[src/rtl/hlu_pkg.sv]
package hlu_pkg;

   typedef enum logic [1:0] {
      TX_IDLE,
      TX_START,
      TX_DATA,
      TX_STOP
   } tx_state_e;

   typedef enum logic [2:0] {
      RX_IDLE,
      RX_START,
      RX_DATA,
      RX_STOP,
      RX_HOLD
   } rx_state_e;

   typedef struct packed {
      logic       ferr;
      logic [7:0] data;
   } rx_word_t;

endpackage

[src/rtl/hlu_sync.sv]
module hlu_sync #(
   parameter int   STAGES  = 2,
   parameter logic RST_VAL = 1'b0
) (
   input  logic clk,
   input  logic rst_n,
   input  logic d,
   output logic q
);

   logic [STAGES-1:0] chain;

   for (genvar i = 0; i < STAGES; i++) begin : g_stage
      if (i == 0) begin : g_first
         always_ff @(posedge clk or negedge rst_n) begin
            if (!rst_n) chain[0] <= RST_VAL;
            else        chain[0] <= d;
         end
      end else begin : g_next
         always_ff @(posedge clk or negedge rst_n) begin
            if (!rst_n) chain[i] <= RST_VAL;
            else        chain[i] <= chain[i-1];
         end
      end
   end

   assign q = chain[STAGES-1];

endmodule

[src/rtl/hlu_tx.sv]
module hlu_tx
   import hlu_pkg::*;
#(
   parameter int DIV_W   = 12,
   parameter int RST_DIV = 26
) (
   input  logic             clk,
   input  logic             rst_n,
   input  logic             cts_s,
   input  logic [7:0]       tx_data,
   input  logic             tx_valid,
   input  logic             tx_last,
   output logic             tx_ready,
   output logic             txd,
   input  logic             baud_req,
   input  logic [DIV_W-1:0] baud_div,
   output logic [DIV_W-1:0] div_act
);

   localparam int CW = DIV_W + 4;

   tx_state_e        state_q;
   logic [CW-1:0]    cnt_q;
   logic [CW-1:0]    bit_len;
   logic [7:0]       sh_q;
   logic [2:0]       bitn_q;
   logic [DIV_W-1:0] div_q;
   logic [DIV_W-1:0] div_eff;
   logic [DIV_W-1:0] pend_q;
   logic [DIV_W-1:0] next_q;
   logic             pend_v_q;
   logic             apply_q;
   logic             txd_q;

   assign div_eff  = (div_q == '0) ? DIV_W'(1) : div_q;
   assign bit_len  = {div_eff, 4'b0000};
   assign tx_ready = (state_q == TX_IDLE) && !cts_s;
   assign txd      = txd_q;
   assign div_act  = div_q;

   always_ff @(posedge clk or negedge rst_n) begin
      if (!rst_n) begin
         state_q  <= TX_IDLE;
         cnt_q    <= '0;
         sh_q     <= '0;
         bitn_q   <= '0;
         div_q    <= DIV_W'(RST_DIV);
         pend_q   <= '0;
         next_q   <= '0;
         pend_v_q <= 1'b0;
         apply_q  <= 1'b0;
         txd_q    <= 1'b1;
      end else begin
         case (state_q)
            TX_IDLE: begin
               txd_q <= 1'b1;
               if (tx_valid && tx_ready) begin
                  sh_q    <= tx_data;
                  txd_q   <= 1'b0;
                  cnt_q   <= bit_len - CW'(1);
                  state_q <= TX_START;
                  if (tx_last && pend_v_q) begin
                     apply_q  <= 1'b1;
                     next_q   <= pend_q;
                     pend_v_q <= 1'b0;
                  end
               end
            end
            TX_START: begin
               if (cnt_q == '0) begin
                  txd_q   <= sh_q[0];
                  sh_q    <= {1'b0, sh_q[7:1]};
                  bitn_q  <= '0;
                  cnt_q   <= bit_len - CW'(1);
                  state_q <= TX_DATA;
               end else begin
                  cnt_q <= cnt_q - CW'(1);
               end
            end
            TX_DATA: begin
               if (cnt_q == '0) begin
                  cnt_q <= bit_len - CW'(1);
                  if (bitn_q == 3'd7) begin
                     txd_q   <= 1'b1;
                     state_q <= TX_STOP;
                  end else begin
                     txd_q  <= sh_q[0];
                     sh_q   <= {1'b0, sh_q[7:1]};
                     bitn_q <= bitn_q + 3'd1;
                  end
               end else begin
                  cnt_q <= cnt_q - CW'(1);
               end
            end
            TX_STOP: begin
               if (cnt_q == '0) begin
                  state_q <= TX_IDLE;
                  if (apply_q) begin
                     div_q   <= next_q;
                     apply_q <= 1'b0;
                  end
               end else begin
                  cnt_q <= cnt_q - CW'(1);
               end
            end
            default: state_q <= TX_IDLE;
         endcase
         if (baud_req) begin
            pend_q   <= baud_div;
            pend_v_q <= 1'b1;
         end
      end
   end

   // the line rests high between characters
   a_r2_idle_line_high : assert property (@(posedge clk) disable iff (!rst_n)
      (state_q == TX_IDLE) |-> txd_q);

   // a synchronised pause request keeps the transmitter idle
   a_r3_cts_blocks_start : assert property (@(posedge clk) disable iff (!rst_n)
      (state_q == TX_IDLE && cts_s) |=> (state_q == TX_IDLE));

   // a started character runs to its stop bit
   a_r4_char_completes : assert property (@(posedge clk) disable iff (!rst_n)
      (state_q == TX_START || state_q == TX_DATA) |=> (state_q != TX_IDLE));

   // the divisor only moves at the end of a stop bit
   a_r5_div_moves_at_stop : assert property (@(posedge clk) disable iff (!rst_n)
      (state_q != TX_STOP) |=> $stable(div_q));

endmodule

[src/rtl/hlu_rx.sv]
module hlu_rx
   import hlu_pkg::*;
#(
   parameter int DIV_W = 12
) (
   input  logic             clk,
   input  logic             rst_n,
   input  logic             rxd_s,
   input  logic [DIV_W-1:0] div,
   output logic             push,
   output rx_word_t         word
);

   rx_state_e        state_q;
   logic [DIV_W-1:0] pre_q;
   logic [DIV_W-1:0] div_eff;
   logic [3:0]       tcnt_q;
   logic [2:0]       bitn_q;
   logic [7:0]       sh_q;
   logic             push_q;
   rx_word_t         word_q;
   logic             tick;

   assign div_eff = (div == '0) ? DIV_W'(1) : div;
   assign tick    = (pre_q == div_eff - DIV_W'(1));
   assign push    = push_q;
   assign word    = word_q;

   always_ff @(posedge clk or negedge rst_n) begin
      if (!rst_n) begin
         state_q <= RX_IDLE;
         pre_q   <= '0;
         tcnt_q  <= '0;
         bitn_q  <= '0;
         sh_q    <= '0;
         push_q  <= 1'b0;
         word_q  <= '0;
      end else begin
         push_q <= 1'b0;
         if (state_q == RX_IDLE) pre_q <= '0;
         else                    pre_q <= tick ? '0 : pre_q + DIV_W'(1);
         case (state_q)
            RX_IDLE: begin
               tcnt_q <= '0;
               if (!rxd_s) state_q <= RX_START;
            end
            RX_START: begin
               if (tick) begin
                  if (tcnt_q == 4'd7) begin
                     tcnt_q  <= '0;
                     bitn_q  <= '0;
                     state_q <= rxd_s ? RX_IDLE : RX_DATA;
                  end else begin
                     tcnt_q <= tcnt_q + 4'd1;
                  end
               end
            end
            RX_DATA: begin
               if (tick) begin
                  tcnt_q <= tcnt_q + 4'd1;
                  if (tcnt_q == 4'd15) begin
                     sh_q <= {rxd_s, sh_q[7:1]};
                     if (bitn_q == 3'd7) state_q <= RX_STOP;
                     else                bitn_q  <= bitn_q + 3'd1;
                  end
               end
            end
            RX_STOP: begin
               if (tick) begin
                  tcnt_q <= tcnt_q + 4'd1;
                  if (tcnt_q == 4'd15) begin
                     push_q      <= 1'b1;
                     word_q.ferr <= !rxd_s;
                     word_q.data <= sh_q;
                     state_q     <= rxd_s ? RX_IDLE : RX_HOLD;
                  end
               end
            end
            RX_HOLD: begin
               if (rxd_s) state_q <= RX_IDLE;
            end
            default: state_q <= RX_IDLE;
         endcase
      end
   end

   // a byte is only delivered out of the stop-bit phase
   a_r7_push_after_stop : assert property (@(posedge clk) disable iff (!rst_n)
      push_q |-> ($past(state_q) == RX_STOP));

   // a start bit found high at mid-bit is abandoned
   a_r9_glitch_dropped : assert property (@(posedge clk) disable iff (!rst_n)
      (state_q == RX_START && tick && tcnt_q == 4'd7 && rxd_s) |=> (state_q == RX_IDLE && !push_q));

endmodule

[src/rtl/hlu_rxq.sv]
module hlu_rxq
   import hlu_pkg::*;
#(
   parameter int DEPTH = 16,
   parameter int LW    = 5
) (
   input  logic          clk,
   input  logic          rst_n,
   input  logic          push,
   input  rx_word_t      din,
   input  logic          pop_req,
   input  logic [LW-1:0] thresh,
   input  logic [LW-1:0] hyst,
   output rx_word_t      dout,
   output logic          valid,
   output logic          rts
);

   localparam int AW = $clog2(DEPTH);

   rx_word_t      mem [DEPTH];
   logic [AW-1:0] wp_q;
   logic [AW-1:0] rp_q;
   logic [LW-1:0] cnt_q;
   logic [LW:0]   rel_sum;
   logic          full;
   logic          do_push;
   logic          do_pop;
   logic          rts_q;

   assign full    = (cnt_q == LW'(DEPTH));
   assign valid   = (cnt_q != '0);
   assign do_pop  = pop_req && valid;
   assign do_push = push && !full;
   assign dout    = mem[rp_q];
   assign rel_sum = {1'b0, cnt_q} + {1'b0, hyst};
   assign rts     = rts_q;

   always_ff @(posedge clk) begin
      if (do_push) mem[wp_q] <= din;
   end

   always_ff @(posedge clk or negedge rst_n) begin
      if (!rst_n) begin
         wp_q  <= '0;
         rp_q  <= '0;
         cnt_q <= '0;
         rts_q <= 1'b0;
      end else begin
         if (do_push) wp_q <= wp_q + AW'(1);
         if (do_pop)  rp_q <= rp_q + AW'(1);
         cnt_q <= cnt_q + LW'(do_push) - LW'(do_pop);
         if (cnt_q > thresh)                 rts_q <= 1'b1;
         else if (rel_sum <= {1'b0, thresh}) rts_q <= 1'b0;
      end
   end

   // a full FIFO keeps its level when nothing is removed
   a_r11_no_overflow : assert property (@(posedge clk) disable iff (!rst_n)
      (full && !pop_req) |=> (cnt_q == LW'(DEPTH)));

   // fill level above the threshold raises rts next cycle
   a_r10_rts_raise : assert property (@(posedge clk) disable iff (!rst_n)
      (cnt_q > thresh) |=> rts_q);

   // fill level at or under the release mark drops rts next cycle
   a_r10_rts_release : assert property (@(posedge clk) disable iff (!rst_n)
      (rel_sum <= {1'b0, thresh}) |=> !rts_q);

endmodule

[src/rtl/hostlink_uart.sv]
module hostlink_uart
   import hlu_pkg::*;
#(
   parameter int CLK_HZ      = 48_000_000,
   parameter int RST_BAUD    = 115_200,
   parameter int RST_DIV     = CLK_HZ / (16 * RST_BAUD),
   parameter int DIV_W       = 12,
   parameter int FIFO_DEPTH  = 16,
   parameter int SYNC_STAGES = 2
) (
   input  logic                             clk,
   input  logic                             rst_n,
   input  logic [7:0]                       tx_data,
   input  logic                             tx_valid,
   input  logic                             tx_last,
   output logic                             tx_ready,
   output logic                             txd,
   input  logic                             cts,
   input  logic                             rxd,
   output logic                             rts,
   output logic [7:0]                       rx_data,
   output logic                             rx_ferr,
   output logic                             rx_valid,
   input  logic                             rx_ready,
   input  logic [$clog2(FIFO_DEPTH+1)-1:0]  rts_thresh,
   input  logic [$clog2(FIFO_DEPTH+1)-1:0]  rts_hyst,
   input  logic [DIV_W-1:0]                 baud_div,
   input  logic                             baud_req
);

   localparam int LW = $clog2(FIFO_DEPTH + 1);

   if (FIFO_DEPTH < 2 || (FIFO_DEPTH & (FIFO_DEPTH - 1)) != 0) begin : g_bad_depth
      $error("FIFO_DEPTH must be a power of two of at least 2");
   end
   if (SYNC_STAGES < 2) begin : g_bad_sync
      $error("SYNC_STAGES must be at least 2");
   end
   if (DIV_W < 2) begin : g_bad_divw
      $error("DIV_W must be at least 2");
   end
   if (RST_DIV < 1 || RST_DIV >= (1 << DIV_W)) begin : g_bad_rstdiv
      $error("RST_DIV must fit in DIV_W bits and be nonzero");
   end

   logic             cts_s;
   logic             rxd_s;
   logic [DIV_W-1:0] div_act;
   logic             rx_push;
   rx_word_t         rx_word;
   rx_word_t         head;

   hlu_sync #(.STAGES(SYNC_STAGES), .RST_VAL(1'b0)) u_cts_sync (
      .clk   (clk),
      .rst_n (rst_n),
      .d     (cts),
      .q     (cts_s)
   );

   hlu_sync #(.STAGES(SYNC_STAGES), .RST_VAL(1'b1)) u_rxd_sync (
      .clk   (clk),
      .rst_n (rst_n),
      .d     (rxd),
      .q     (rxd_s)
   );

   hlu_tx #(.DIV_W(DIV_W), .RST_DIV(RST_DIV)) u_tx (
      .clk      (clk),
      .rst_n    (rst_n),
      .cts_s    (cts_s),
      .tx_data  (tx_data),
      .tx_valid (tx_valid),
      .tx_last  (tx_last),
      .tx_ready (tx_ready),
      .txd      (txd),
      .baud_req (baud_req),
      .baud_div (baud_div),
      .div_act  (div_act)
   );

   hlu_rx #(.DIV_W(DIV_W)) u_rx (
      .clk   (clk),
      .rst_n (rst_n),
      .rxd_s (rxd_s),
      .div   (div_act),
      .push  (rx_push),
      .word  (rx_word)
   );

   hlu_rxq #(.DEPTH(FIFO_DEPTH), .LW(LW)) u_rxq (
      .clk     (clk),
      .rst_n   (rst_n),
      .push    (rx_push),
      .din     (rx_word),
      .pop_req (rx_ready),
      .thresh  (rts_thresh),
      .hyst    (rts_hyst),
      .dout    (head),
      .valid   (rx_valid),
      .rts     (rts)
   );

   assign rx_data = head.data;
   assign rx_ferr = head.ferr;

endmodule

[config.mk]
export PLATFORM = sky130hd
export DESIGN_NAME = hostlink_uart
export DESIGN_NICKNAME = d
export VERILOG_FILES = /design/src/rtl/hlu_pkg.sv /design/src/rtl/hlu_sync.sv /design/src/rtl/hlu_tx.sv /design/src/rtl/hlu_rx.sv /design/src/rtl/hlu_rxq.sv /design/src/rtl/hostlink_uart.sv
export SDC_FILE = /design/constraint.sdc
export NUM_CORES = 1
export LEC_CHECK = 0
export ABC_CLOCK_PERIOD_IN_PS = 4600
export BUFFER_PORTS_ARGS = -buffer_cell sky130_fd_sc_hd__buf_2
export CORE_MARGIN = 2
export CORE_UTILIZATION = 60
export DETAILED_ROUTE_END_ITERATION = 10
export GPL_TIMING_DRIVEN = 0
export PLACE_DENSITY_LB_ADDON = 0.1
export SLEW_MARGIN = 20
export SYNTH_ARGS = -nofsm -noshare
export SYNTH_HDL_FRONTEND = slang
export SYNTH_SLANG_ARGS = --single-unit
[constraint.sdc]
create_clock -name clk -period 4.6 [get_ports clk]
set_clock_uncertainty 0.2 [all_clocks]
set_input_delay 0.23 -clock clk [delete_from_list [all_inputs] [get_ports clk]]
set_output_delay 0.23 -clock clk [all_outputs]
set_load 0.01 [all_outputs]
* Word-level counts from Yosys, hierarchy flattened *
Memories as Yosys holds them, arrays and structs flattened.
Index checks and enable logic that the tools add are counted.

word-level totals
  register bits after elaboration = 126
  output and inout bits = 13
  memory bits (writable) = 144
  memories kept = 1

operators by class
  equal/unequal tests = 32
  add/subtract/negate cells = 12
  muxes and demuxes = 64
  order comparisons = 2
  reductions and logical operators = 38

memory list
  name       words  width  read ports  clocked after memory_dff  wr ports  line           source
  u_rxq.mem  16     9      1           0                         1         hlu_rxq.sv:21  rx_word_t mem [DEPTH];

operator list
  operator               number
  $mux 3                 18
  $mux 16                3
  $pmux 16 s3            1
  $mux 12                3
  $mux 8                 4
  $sub 16x1->16 const B  2
  $ne 2x1->1 const B     12
  $pmux 8 s3             1
  $reduce_and 3->1       7
  $mux 1                 18
  $logic_not 16->1       1
  $pmux 3 s5             1
  $ne 2x2->1 const B     7
  $reduce_bool 2->1      7
  $add 12x1->12 const B  1
  $add 4x1->4 const B    3
  $eq 12x12->1           1
  $logic_not 12->1       1
  $mux 2                 6
  $mux 4                 3
  $pmux 3 s2             2
  $pmux 4 s3             1
  $sub 12x1->12 const B  1
  $reduce_and 5->1       2
  other kinds (28)       42

* Longest topological paths before layout *
Gate-level depths: netlist of run 1.

  depth in word-level cells = 6
  depth in mapped cells = 15

* Cells and area by module *
From an unflattened synthesis of run 1, not the netlist that was laid out.

unflattened totals
  cells, all modules = 914
  area total of the unflattened synthesis = 12803.5 um^2

modules (own cells, without submodules)
  module                  times used  cells an instance  seq. area each (um^2)  area each (um^2)
  hlu_rxq                 1           361                4674.5                 6665.1
  hlu_tx                  1           326                1706.6                 3658.5
  hlu_rx                  1           223                1001.0                 2377.3
  hlu_sync at u_rxd_sync  1           2                  52.6                   52.6
  hlu_sync at u_cts_sync  1           2                  50.0                   50.0

* Worst setup path before layout of run 1 *
Ideal clock, no wire load.

  path kind = register to register
  from = register u_tx.div_q[7], in the netlist u_tx.div_act[7]
  to = register u_rx.bitn_q[0]
  slack = 1314 ps
  path buffers = 0
  period minus slack after synthesis = 3286 ps
  required time = 4272 ps
  arrival = 2959 ps
  library setup time = 128 ps
  cell stages (with the launch flop) = 8
  cell sequence = dfrtp_1 or4_4 o41a_1 or3_1 a221oi_2 nand4_1 nor4_4 mux2_1

on the way
  word-level cells in the longest chain between the ends = 6
  elaborated cells between the ends (all ways) = 7

RTL lines
  element                         line          source
  start: declaration              hlu_tx.sv:27  logic [DIV_W-1:0] div_q;
  start signal: assignment        hlu_tx.sv:47  div_q <= DIV_W'(RST_DIV);
  start signal: assignment        hlu_tx.sv:99  div_q <= next_q;
  $logic_not 12->1                hlu_rx.sv:24  assign div_eff = (div == '0) ? DIV_W'(1) : div;
  $mux 12 (*)                     hlu_rx.sv:24
  $sub 12x1->12 (*)               hlu_rx.sv:25  assign tick = (pre_q == div_eff - DIV_W'(1));
  $eq 12x12->1 (*)                hlu_rx.sv:25
  $ne 2x1->1 (no line)            n/a
  $reduce_and 6->1 (no line) (*)  n/a
  end signal: assignment          hlu_rx.sv:64  else bitn_q <= bitn_q + 3'd1;
  end: declaration                hlu_rx.sv:18  logic [2:0] bitn_q;

Mark *: on every way between the ends. The rest lies on a longest branch, timed or not.
A chain may end at the register's enable or synchronous reset.

* Worst setup path after layout of run 1 *
  from = register u_rxq.rp_q[0]
  to = output rx_data[2]

on the way
  word-level cells in the longest chain between the ends = 1

RTL lines
  element                   line                 source
  start: declaration        hlu_rxq.sv:23        logic [AW-1:0] rp_q;
  start signal: assignment  hlu_rxq.sv:51        if (do_pop) rp_q <= rp_q + AW'(1);
  $mem_v2 16x9              n/a
  end: declaration          hostlink_uart.sv:21  output logic [7:0] rx_data,

Every way passes these cells.

==> results of run 1 <==
what timing repair did:
item                      in CTS  in global routing
gates resized for setup        0                  0
hold buffers                  27                  0
hold endpoints to repair     146                  0
registers in the layout (all words and copies together), names as in the netlist, 4 cells and up:
| signal | cells |
|---|---|
| u_rxq.rp_q | 4 |
| u_rx.word | 9 |
| u_rxq.cnt_q | 5 |
| u_tx.pend_q | 12 |
| u_tx.sh_q | 8 |
| u_rx.sh_q | 8 |
| u_tx.next_q | 12 |
| u_tx.div_act | 12 |
| u_tx.cnt_q | 16 |
| u_rxq.wp_q | 4 |
| u_rxq.mem | 144 |
| u_rx.pre_q | 12 |
| u_rx.tcnt_q | 4 |
worst max path at each step:
stage	slack, ns	cells after the start	end	from
2_1_floorplan	1.31	7	u_rx.bitn_q[0]	u_tx.div_act[7]
3_3_place_gp	0.88	9	u_rx.sh_q[7]	u_tx.div_act[9]
3_5_place_dp	0.83	7	u_rx.bitn_q[0]	u_tx.div_act[7]
4_1_cts	0.50	5	rx_data[2]	u_rxq.rp_q[0]
5_1_grt	0.33	5	rx_data[2]	u_rxq.rp_q[0]
6_report	0.59	5	rx_data[2]	u_rxq.rp_q[0]
critical path, delay by kind of cell (launching register included):
family,cells,cell delay (ns)
flip-flops,1,0.38
multiplexers,2,1.15
buffers and inverters,3,1.51
layout by cell type (no fill, tap or decap), types with 5 or more instances in the layout:
cell	Yosys	final
edfxtp_1	144	144
dfrtp_1	120	120
nor2_1	56	56
mux2_2	55	55
buf_2	3	52
o21ai_0	46	46
mux4_2	45	45
nand2_1	38	38
ha_1	38	38
inv_1	32	32
clkbuf_1	27	30
clkbuf_16	0	27
dlygate4sd3_1	0	27
a21oi_1	22	22
nand3_1	17	17
nor3_1	20	16
xnor2_1	15	15
xor2_1	15	15
a22o_1	13	13
or3_1	11	11
and3_1	11	11
o21a_1	10	10
nand2b_1	10	10
mux2i_1	10	10
buf_1	8	8
nand4_1	7	7
a21o_1	6	6
nor4_1	6	6
o22ai_1	6	6
clkinv_2	0	6
dfstp_2	6	6
a31oi_1	5	5
nor3_2	1	5
layer usage:
metal,vias up,part of all wire,track usage
met2,230,0.54,0.458
met4,0,0.025,0.0663
li1,3537,-,-
met3,53,0.043,0.0324
met5,-,0,0
met1,3925,0.39,0.308
report_power, final:
part	internal (mW)	switching [mW]	total, mW
Sequential	2.84	0.257	3.10
Combinational	1.26	1.62	2.88
Clock	1.37	0.901	2.27
Total	5.47	2.78	8.25
cell type report:
cell class,instances,area [sq um],share of cell area
plain buffers,40,161,0.0114
clock buffers,35,747,0.0526
clock inverters,15,189,0.0133
inverters,32,120,0.00846
multi-input cells,534,4610,0.325
flip-flops and latches,270,7480,0.527
well taps,270,338,0.0238
repair buffers,78,554,0.0390
cell families (layout without fill, tap and decap cells):
| kind of cell | after synthesis | in the layout | share of synthesized area |
|---|---|---|---|
| mux | 112 | 112 | 0.142 |
| simple gates | 212 | 212 | 0.0925 |
| flops | 270 | 270 | 0.606 |
| fa+ha+maj | 40 | 40 | 0.0417 |
| compound gates | 140 | 140 | 0.0739 |
| xor+xnor | 30 | 30 | 0.0213 |
| buf+inv | 72 | 200 | 0.0228 |
metrics by stage:
stage / hold WS (ns) / cells / utilization / setup WS (ns) / area [sq um]
2_1_floorplan: -0.266 / 876 / - / 1.31 / 12400
3_3_place_gp: 0.136 / 1196 / 0.640 / 0.877 / 12900
3_5_place_dp: 0.0245 / 1197 / 0.642 / 0.826 / 13000
4_1_cts: 0.0413 / 1274 / 0.702 / 0.505 / 14200
5_1_grt: 0.0935 / 1274 / 0.702 / 0.335 / 14200
6_report: 0.0372 / 1274 / 0.702 / 0.594 / 14200
==> out/results.tsv, run 1 <==
metric	value	unit
Syn. warnings	0	
GRT overflow	0	
CTS Buffer Depth	3	
RR Endpoint	u_rx.bitn_q[0]	
filler cell count	1333	
max-slew violations	0	
top cells by area, synth	edfxtp_1, dfrtp_1, mux4_2	
vias in the first global route	8008	
Die Y	148	um
Post-CTS Setup Bufs	0	
Achievable Freq	250	MHz
Die W	148	um
most frequent cell after synthesis	edfxtp_1	
hpwl dp	17.9	mm
Pleak	5.59	nW
critical path class	flop to primary output	
H-tree levels	1	
Final Hold Fails	0	
Max-Cap Viols	0	
Avg Synthesized Cell Area	14.1	sq um
# setup viols final	0	
layout cell share with drive strength beyond 1	0.226	
Commonest cells post-synth	edfxtp_1, dfrtp_1, nor2_1	
ys async rst share	0.467	
first-pass GRT wire length	42.5	mm
Clock Tree Root	clkbuf_16	
DR DRC count	0	
CP Launch Type	flop	
Syn Nets	954	
reg2reg path depth	7	
Port Buf Inserts	50	
Yosys top cell area share	0.350	
initial antenna violation count	0	
final net count	1061	
CTS tree	built	
FF+latch count, synth	270	
worst-path fanout max	10	
Syn-to-layout area delta	15.0	%
Starting Density	0.611	
Min-Delay Path Class	input pin to async pin	
P per Cell Area	581	nW/um^2
period utilisation layout	0.871	
clk_lat worst skew	0.53	ns
critical path cell sequence	clkbuf_1 > buf_1 > mux4_2 > mux4_2 > buf_2	
Tot Pwr	8.25	mW
Cell Area, Synth	12400	sq um
Post-synth EDFFs	144	
drt pass-1 iters	5	
Critical Path AT	3.58	ns
CP most frequent cell	mux4_2	
clock sink count	270	
die area	21800	sq um
distinct cell type count after synthesis	67	
I/O pins	51	
register area share after synthesis	0.606	
vias	7745	
Post-synth top flop	edfxtp_1	
Avg Vias per Cell	6.08	
Inserted Clock Buffers	27	
largest net degree at the start of global routing	73	
worst rel slew slack	0.382	
flop2flop setup slack	0.73	ns
DR WL/cell	20.6	um
CP Capture Type	primary output	
std cell rows	52	
Diodes inserted	0	
post-route ant nets	0	
Yosys top cell by area	edfxtp_1	
Tot GR Track Use	0.247	
Largest stage delay, worst path	0.70	ns
Core Area	20200	sq um
CP max-delay cell	buf_1	
Iteration-0 DRC Markers	550	
global placer's final weighted congestion	0.902	
Clock transition at path regs	0.06	ns
Post-Route WL	26.3	mm
minimum clock period	4.01	ns
CP required	4.17	ns
worst vdd ir	0.384	mV
status	finished, final reports clean	
Post-Synthesis Cells	876	
worst r2r src	u_tx.div_act[7]	
Worst-Margin Slew	0.924	ns
RSZ-0062 raised after global routing	no	
setup TNS	0	ns
Note: power is estimated with default switching activity, not from simulation.
==> inputs of run 2 (changes only) <==
--- a/config.mk
+++ b/config.mk
@@ -10,7 +10,9 @@
 export CORE_MARGIN = 2
 export CORE_UTILIZATION = 60
 export DETAILED_ROUTE_END_ITERATION = 10
+export GPL_ROUTABILITY_DRIVEN = 0
 export GPL_TIMING_DRIVEN = 0
+export MAX_ROUTING_LAYER = met4
 export PLACE_DENSITY_LB_ADDON = 0.1
 export SLEW_MARGIN = 20
 export SYNTH_ARGS = -nofsm -noshare
==> run 2 against run 1 <==
Effect of this change:
- first-iteration DRC count is 5.5% higher
- sequential share of layout area increased by 0.26 points
- via count grew 0.41%
- maximum frequency decreased by 1.1%
- global-route usage increased by 0.61 points
- non-clock buffer count unchanged
- final cell count up 0.16%
- power shrank 2.2%
- critical path depth stayed put
- largest power group unchanged
==> out/results.tsv, run 2 (same netlist as run 1, synthesis figures left out) <==
metric	value	unit	change
status	finished, final reports clean		unchanged
P per Cell Area	570	nW/um^2	was 581 nW/um^2
Diodes inserted	0		unchanged
Clock Power Share	0.261		was 0.276
CTS tree	built		unchanged
flop2flop setup slack	0.76	ns	was 0.73 ns
end of the critical path	rx_data[0]		was rx_data[2]
worst r2r src	u_tx.div_act[9]		was u_tx.div_act[7]
Finished Layout Cells	1276		was 1274
Pleak	5.56	nW	was 5.59 nW
setup TNS	0	ns	unchanged
H-tree levels	1		unchanged
sequential share of power	0.383		was 0.375
worst vdd ir	0.434	mV	was 0.384 mV
Min-Delay Path Class	input pin to async pin		unchanged
Biggest register	u_rxq.mem		unchanged
internal power	5.30	mW	was 5.47 mW
CP required	4.17	ns	about the same
CP Capture Type	primary output		unchanged
vias in the first global route	8039		was 8008
Resize count post-CTS	0		unchanged
first-pass GRT wire length	42.5	mm	about the same
initial antenna violation count	0		unchanged
I/O pins	51		unchanged
Die Y	148	um	unchanged
hpwl dp	17.8	mm	was 17.9 mm
final setup margin	0.548	ns	was 0.594 ns
final core area utilization	0.699		was 0.702
sw power	2.76	mW	was 2.78 mW
largest net degree at the start of global routing	81		was 73
combinational power share	0.356		was 0.349
most common cell after layout, fill and taps aside	edfxtp_1		unchanged
RSZ-0062 raised after global routing	no		unchanged
Core Area	20200	sq um	unchanged
std cell rows	52		unchanged
CTS Buffer Depth	3		unchanged
Cells after DPL	1197		unchanged
CP Launch Type	flop		unchanged
Avg Vias per Cell	6.09		was 6.08
worst-path fanout max	10		unchanged
Critical Path AT	3.62	ns	was 3.58 ns
DR WL/cell	20.4	um	was 20.6 um
final net count	1062		was 1061
Iteration-0 DRC Markers	580		was 550
Final Hold Fails	0		unchanged
Clock transition at path regs	0.06	ns	about the same
max-slew violations	0		unchanged
# setup viols final	0		unchanged
reg2reg path depth	9		was 7
clock sink count	270		unchanged
worst hold margin	0.0119	ns	was 0.0372 ns
Die W	148	um	unchanged
period utilisation layout	0.881		was 0.871
minimum clock period	4.05	ns	was 4.01 ns
RR Endpoint	u_rx.sh_q[7]		was u_rx.bitn_q[0]
Critical Path Source	u_rxq.rp_q[0]		unchanged
Tot GR Track Use	0.254		was 0.247
clk_lat worst skew	0.53	ns	about the same
Clock Tree Root	clkbuf_16		unchanged
Syn-to-layout area delta	14.4	%	was 15.0%
max reg flops	144		unchanged
die area	21800	sq um	unchanged
DR DRC count	0		unchanged
Post-Route WL	26.1	mm	was 26.3 mm
Max-Cap Viols	0		unchanged
drt pass-1 iters	6		was 5
layout cell share with drive strength beyond 1	0.225		was 0.226
pre-CTS WS	0.799	ns	was 0.826 ns
Inserted Clock Buffers	28		was 27
post-route ant nets	0		unchanged
vias	7777		was 7745
most frequent cells in the layout	edfxtp_1, dfrtp_1, nor2_1		unchanged
Switching Fraction	0.343		was 0.337
GRT overflow	0		unchanged
worst rel slew slack	0.391		was 0.382
Port Buf Inserts	50		unchanged
critical path class	flop to primary output		unchanged
Achievable Freq	247	MHz	was 250 MHz
Worst-Margin Slew	0.910	ns	was 0.924 ns
Starting Density	0.611		unchanged
biggest regs	u_rxq.mem: 144 flops, u_tx.cnt_q: 16 flops		unchanged
[run 2: metal layers]
layer  vias up  part of all wire  GRT usage
met5         -                 0          -
met1      3928              0.39      0.312
met3        44             0.050     0.0321
met2       273              0.53      0.448
li1       3532                 -          -
met4         0             0.024     0.0668
[run 2: per-stage QoR]
stage	power [mW]	area [sq um]
floorplan	5.23	12400
global placement	5.77	12900
detailed placement	5.96	13000
CTS	8.11	14100
global route	8.56	14100
finish	8.06	14100
[run 2: worst max-delay path, cell delays in order, from the launching register on]
cell,delay (ns)
dfrtp_1,0.40
clkbuf_1,0.63
buf_1,0.75
mux4_2,0.65
mux4_2,0.50
buf_2,0.16
[run 2: timing repair]
action                                  CTS  global route
hold endpoints to repair                146             0
hold buffers                             27             0
endpoints found under the setup margin    0             0
buffers inserted                          0             0
[run 2: how the worst min path moves through the flow]
stage,startpoint,to,slack [ns]
2_1_floorplan,rst_n,u_cts_sync.chain[0],-0.27
3_3_place_gp,rxd,u_rxd_sync.chain[0],0.14
3_5_place_dp,rst_n,u_tx.pend_q[2],-0.005
4_1_cts,rst_n,u_tx.next_q[3],0.005
5_1_grt,rst_n,u_tx.pend_q[2],0.03
6_report,rst_n,u_tx.pend_q[3],0.01
[run 2: cell type report]
class | instances | area (sq um)
inverter | 32 | 120
multi-input combinational | 534 | 4610
tap | 270 | 338
buffer | 40 | 161
fill | 1352 | 6100
sequential | 270 | 7480
clock inverter | 21 | 134
clock buffer | 31 | 733
timing repair buffer | 78 | 554
[run 2: power groups by stage]
stage / Clock [mW] / Sequential (mW) / Combinational (mW)
detailed placement: 0 / 3.13 / 2.83
global route: 2.24 / 3.13 / 3.19
global placement: 0 / 3.10 / 2.67
floorplan: 0 / 3.05 / 2.17
CTS: 2.15 / 3.09 / 2.87
finish: 2.11 / 3.09 / 2.87
==> inputs of run 3 (changes only) <==
--- a/config.mk
+++ b/config.mk
@@ -6,10 +6,10 @@
 export NUM_CORES = 1
 export LEC_CHECK = 0
 export ABC_CLOCK_PERIOD_IN_PS = 4600
-export BUFFER_PORTS_ARGS = -buffer_cell sky130_fd_sc_hd__buf_2
 export CORE_MARGIN = 2
 export CORE_UTILIZATION = 60
 export DETAILED_ROUTE_END_ITERATION = 10
+export DONT_BUFFER_PORTS = 1
 export GPL_ROUTABILITY_DRIVEN = 0
 export GPL_TIMING_DRIVEN = 0
 export MAX_ROUTING_LAYER = met4
==> run 3 against run 2 <==
Effect of this change:
- via count fell by 3.2%
- largest cell class unchanged
- global-route usage is 0.21 points lower
- count of clock-buffer cells in the layout did not move
- final cell count decreased by 3.8%
- die area did not move
- register-to-register slack about the same
- highest routed layer unchanged
- sequential power about the same
- non-clock buffer count shrank 46
==> out/results.tsv, run 3 (same netlist as run 1, synthesis figures left out) <==
metric	value	unit	change
status	finished, final reports clean		unchanged
Post-Route WL	25.6	mm	was 26.1 mm
post-route ant nets	0		unchanged
Pleak	5.34	nW	was 5.56 nW
Core Area	20200	sq um	unchanged
max reg flops	144		unchanged
Cells after DPL	1146		was 1197
clk_lat worst skew	0.53	ns	about the same
worst rel slew slack	0.371		was 0.391
Iteration-0 DRC Markers	651		was 580
initial antenna violation count	0		unchanged
Worst-Margin Slew	0.941	ns	was 0.910 ns
biggest regs	u_rxq.mem: 144 flops, u_tx.cnt_q: 16 flops		unchanged
clock sink count	270		unchanged
CTS tree	built		unchanged
critical path cell sequence	clkbuf_1 > buf_1 > mux4_2 > mux4_2		was clkbuf_1 > buf_1 > mux4_2 > mux4_2 > buf_2
largest net degree at the start of global routing	127		was 81
DR DRC count	0		unchanged
critical path class	flop to primary output		unchanged
std cell rows	52		unchanged
filler cell count	1337		was 1352
CP max-delay cell	buf_1		unchanged
Port Buf Inserts	0		was 50
Avg Vias per Cell	6.13		was 6.09
minimum clock period	3.83	ns	was 4.05 ns
pre-CTS WS	0.901	ns	was 0.799 ns
Diodes inserted	0		unchanged
Clock Tree Root	clkbuf_16		unchanged
hpwl dp	17.6	mm	was 17.8 mm
Die Y	148	um	unchanged
vias	7528		was 7777
Register Area	7480	sq um	unchanged
Min-Delay Path Class	input pin to flop		was input pin to async pin
CP Capture Type	primary output		unchanged
Critical Path AT	3.40	ns	was 3.62 ns
drt pass-1 iters	5		was 6
Die W	148	um	unchanged
GRT overflow	0		unchanged
GRT met2 Usage	0.448		about the same
cell family with most CP delay	buffers and inverters		unchanged
worst vdd ir	0.494	mV	was 0.434 mV
CP required	4.17	ns	about the same
most common cell after layout, fill and taps aside	edfxtp_1		unchanged
CTS Buffer Depth	3		unchanged
RSZ-0062 raised after global routing	no		unchanged
Clock transition at path regs	0.06	ns	about the same
Final Hold Fails	0		unchanged
Buf/Inv on CP	2		was 3
CP most frequent cell	mux4_2		unchanged
die area	21800	sq um	unchanged
GR Layer Usage met1	0.310		was 0.312
grt peak-use layer	met2		unchanged
final net count	1015		was 1062
CP Launch Type	flop		unchanged
worst-path fanout max	10		unchanged
Inserted Clock Buffers	27		was 28
vias in the first global route	7801		was 8039
H-tree levels	1		unchanged
I/O pins	51		unchanged
period utilisation layout	0.834		was 0.881
Tot GR Track Use	0.251		was 0.254
most frequent cells in the layout	edfxtp_1, dfrtp_1, nor2_1		unchanged
max-slew violations	0		unchanged
Max-Cap Viols	0		unchanged
first-pass GRT wire length	41.8	mm	was 42.5 mm
DR WL/cell	20.9	um	was 20.4 um
final setup margin	0.766	ns	was 0.548 ns
Biggest register	u_rxq.mem		unchanged
layout cell share with drive strength beyond 1	0.182		was 0.225
footprint of the multi-input gates	4610	sq um	unchanged
GR Layer Usage met3	0.0275		was 0.0321
Largest stage delay, worst path	0.71	ns	was 0.75 ns
Achievable Freq	261	MHz	was 247 MHz
# setup viols final	0		unchanged
Syn-to-layout area delta	12.4	%	was 14.4%
setup TNS	0	ns	unchanged
Starting Density	0.611		unchanged
Resize count post-CTS	0		unchanged
P per Cell Area	574	nW/um^2	was 570 nW/um^2
Finished Layout Cells	1228		was 1276
## run 3: cell count changes in the layout (fill, tap and decap cells not counted), sizes merged
cell / change
buf: -50
clkinv: -7
clkinvlp: +4
dlygate4sd3: +4
inv: +1
## run 3: timing repair
action | in CTS | in global routing
buffers inserted | 0 | 0
hold buffers | 32 | 0
endpoints found under the hold margin | 155 | 0
## run 3: power by group
group / internal, mW / leakage [nW] / switching, mW
sequential: 2.84 / 2.84 / 0.259
clock: 1.15 / 0.396 / 0.899
combinational: 1.24 / 2.11 / 1.59
total: 5.23 / 5.34 / 2.75
## run 3: stage by stage
step	cell area (sq um)	util	hold slack (ns)	power, mW
after floorplan	12400	-	-0.266	5.23
after global placement	12700	0.627	-0.263	5.70
after detailed placement	12700	0.628	-0.263	5.87
after CTS	13900	0.686	0.0327	7.99
after global routing	13900	0.686	0.0400	8.47
final	13900	0.686	0.0344	7.98
## run 3: cell type report
| cell class | instances | area share |
|---|---|---|
| Buffer | 40 | 0.0116 |
| Clock buffer | 31 | 0.0505 |
| Timing Repair Buffer | 32 | 0.0243 |
| Sequential cell | 270 | 0.539 |
| Inverter | 32 | 0.00865 |
| Multi-Input combinational cell | 534 | 0.332 |
| Clock inverter | 19 | 0.00964 |
| Tap cell | 270 | 0.0243 |
## run 3: worst paths after layout
path / slack (ns) / startpoint / cells after the start / end
worst max register to register: 0.77 / u_rxq.cnt_q[0] / 12 / u_rxq.rts
worst min-delay path: 0.03 / rx_ready / 3 / u_rxq.rp_q[0]
min in group asynchronous: 0.09 / rst_n / 2 / u_tx.next_q[1]
worst max-delay path: 0.77 / u_rxq.rp_q[0] / 4 / rx_data[7]
worst min register to register: 0.16 / u_rxd_sync.chain[0] / 0 / u_rxd_sync.q
max in group asynchronous: 3.55 / rst_n / 2 / u_rxq.rp_q[1]
## run 3: layer usage
metal / wire length, um / share of wire
met1: 10100 / 0.39
met2: 13700 / 0.53
met3: 1190 / 0.046
met4: 653 / 0.025
met5: 0 / 0
## run 3: tightest hold or removal path, stage by stage
cell and delay (ns):
and2_1 0.11, clkbuf_1 0.19, xor2_1 0.18
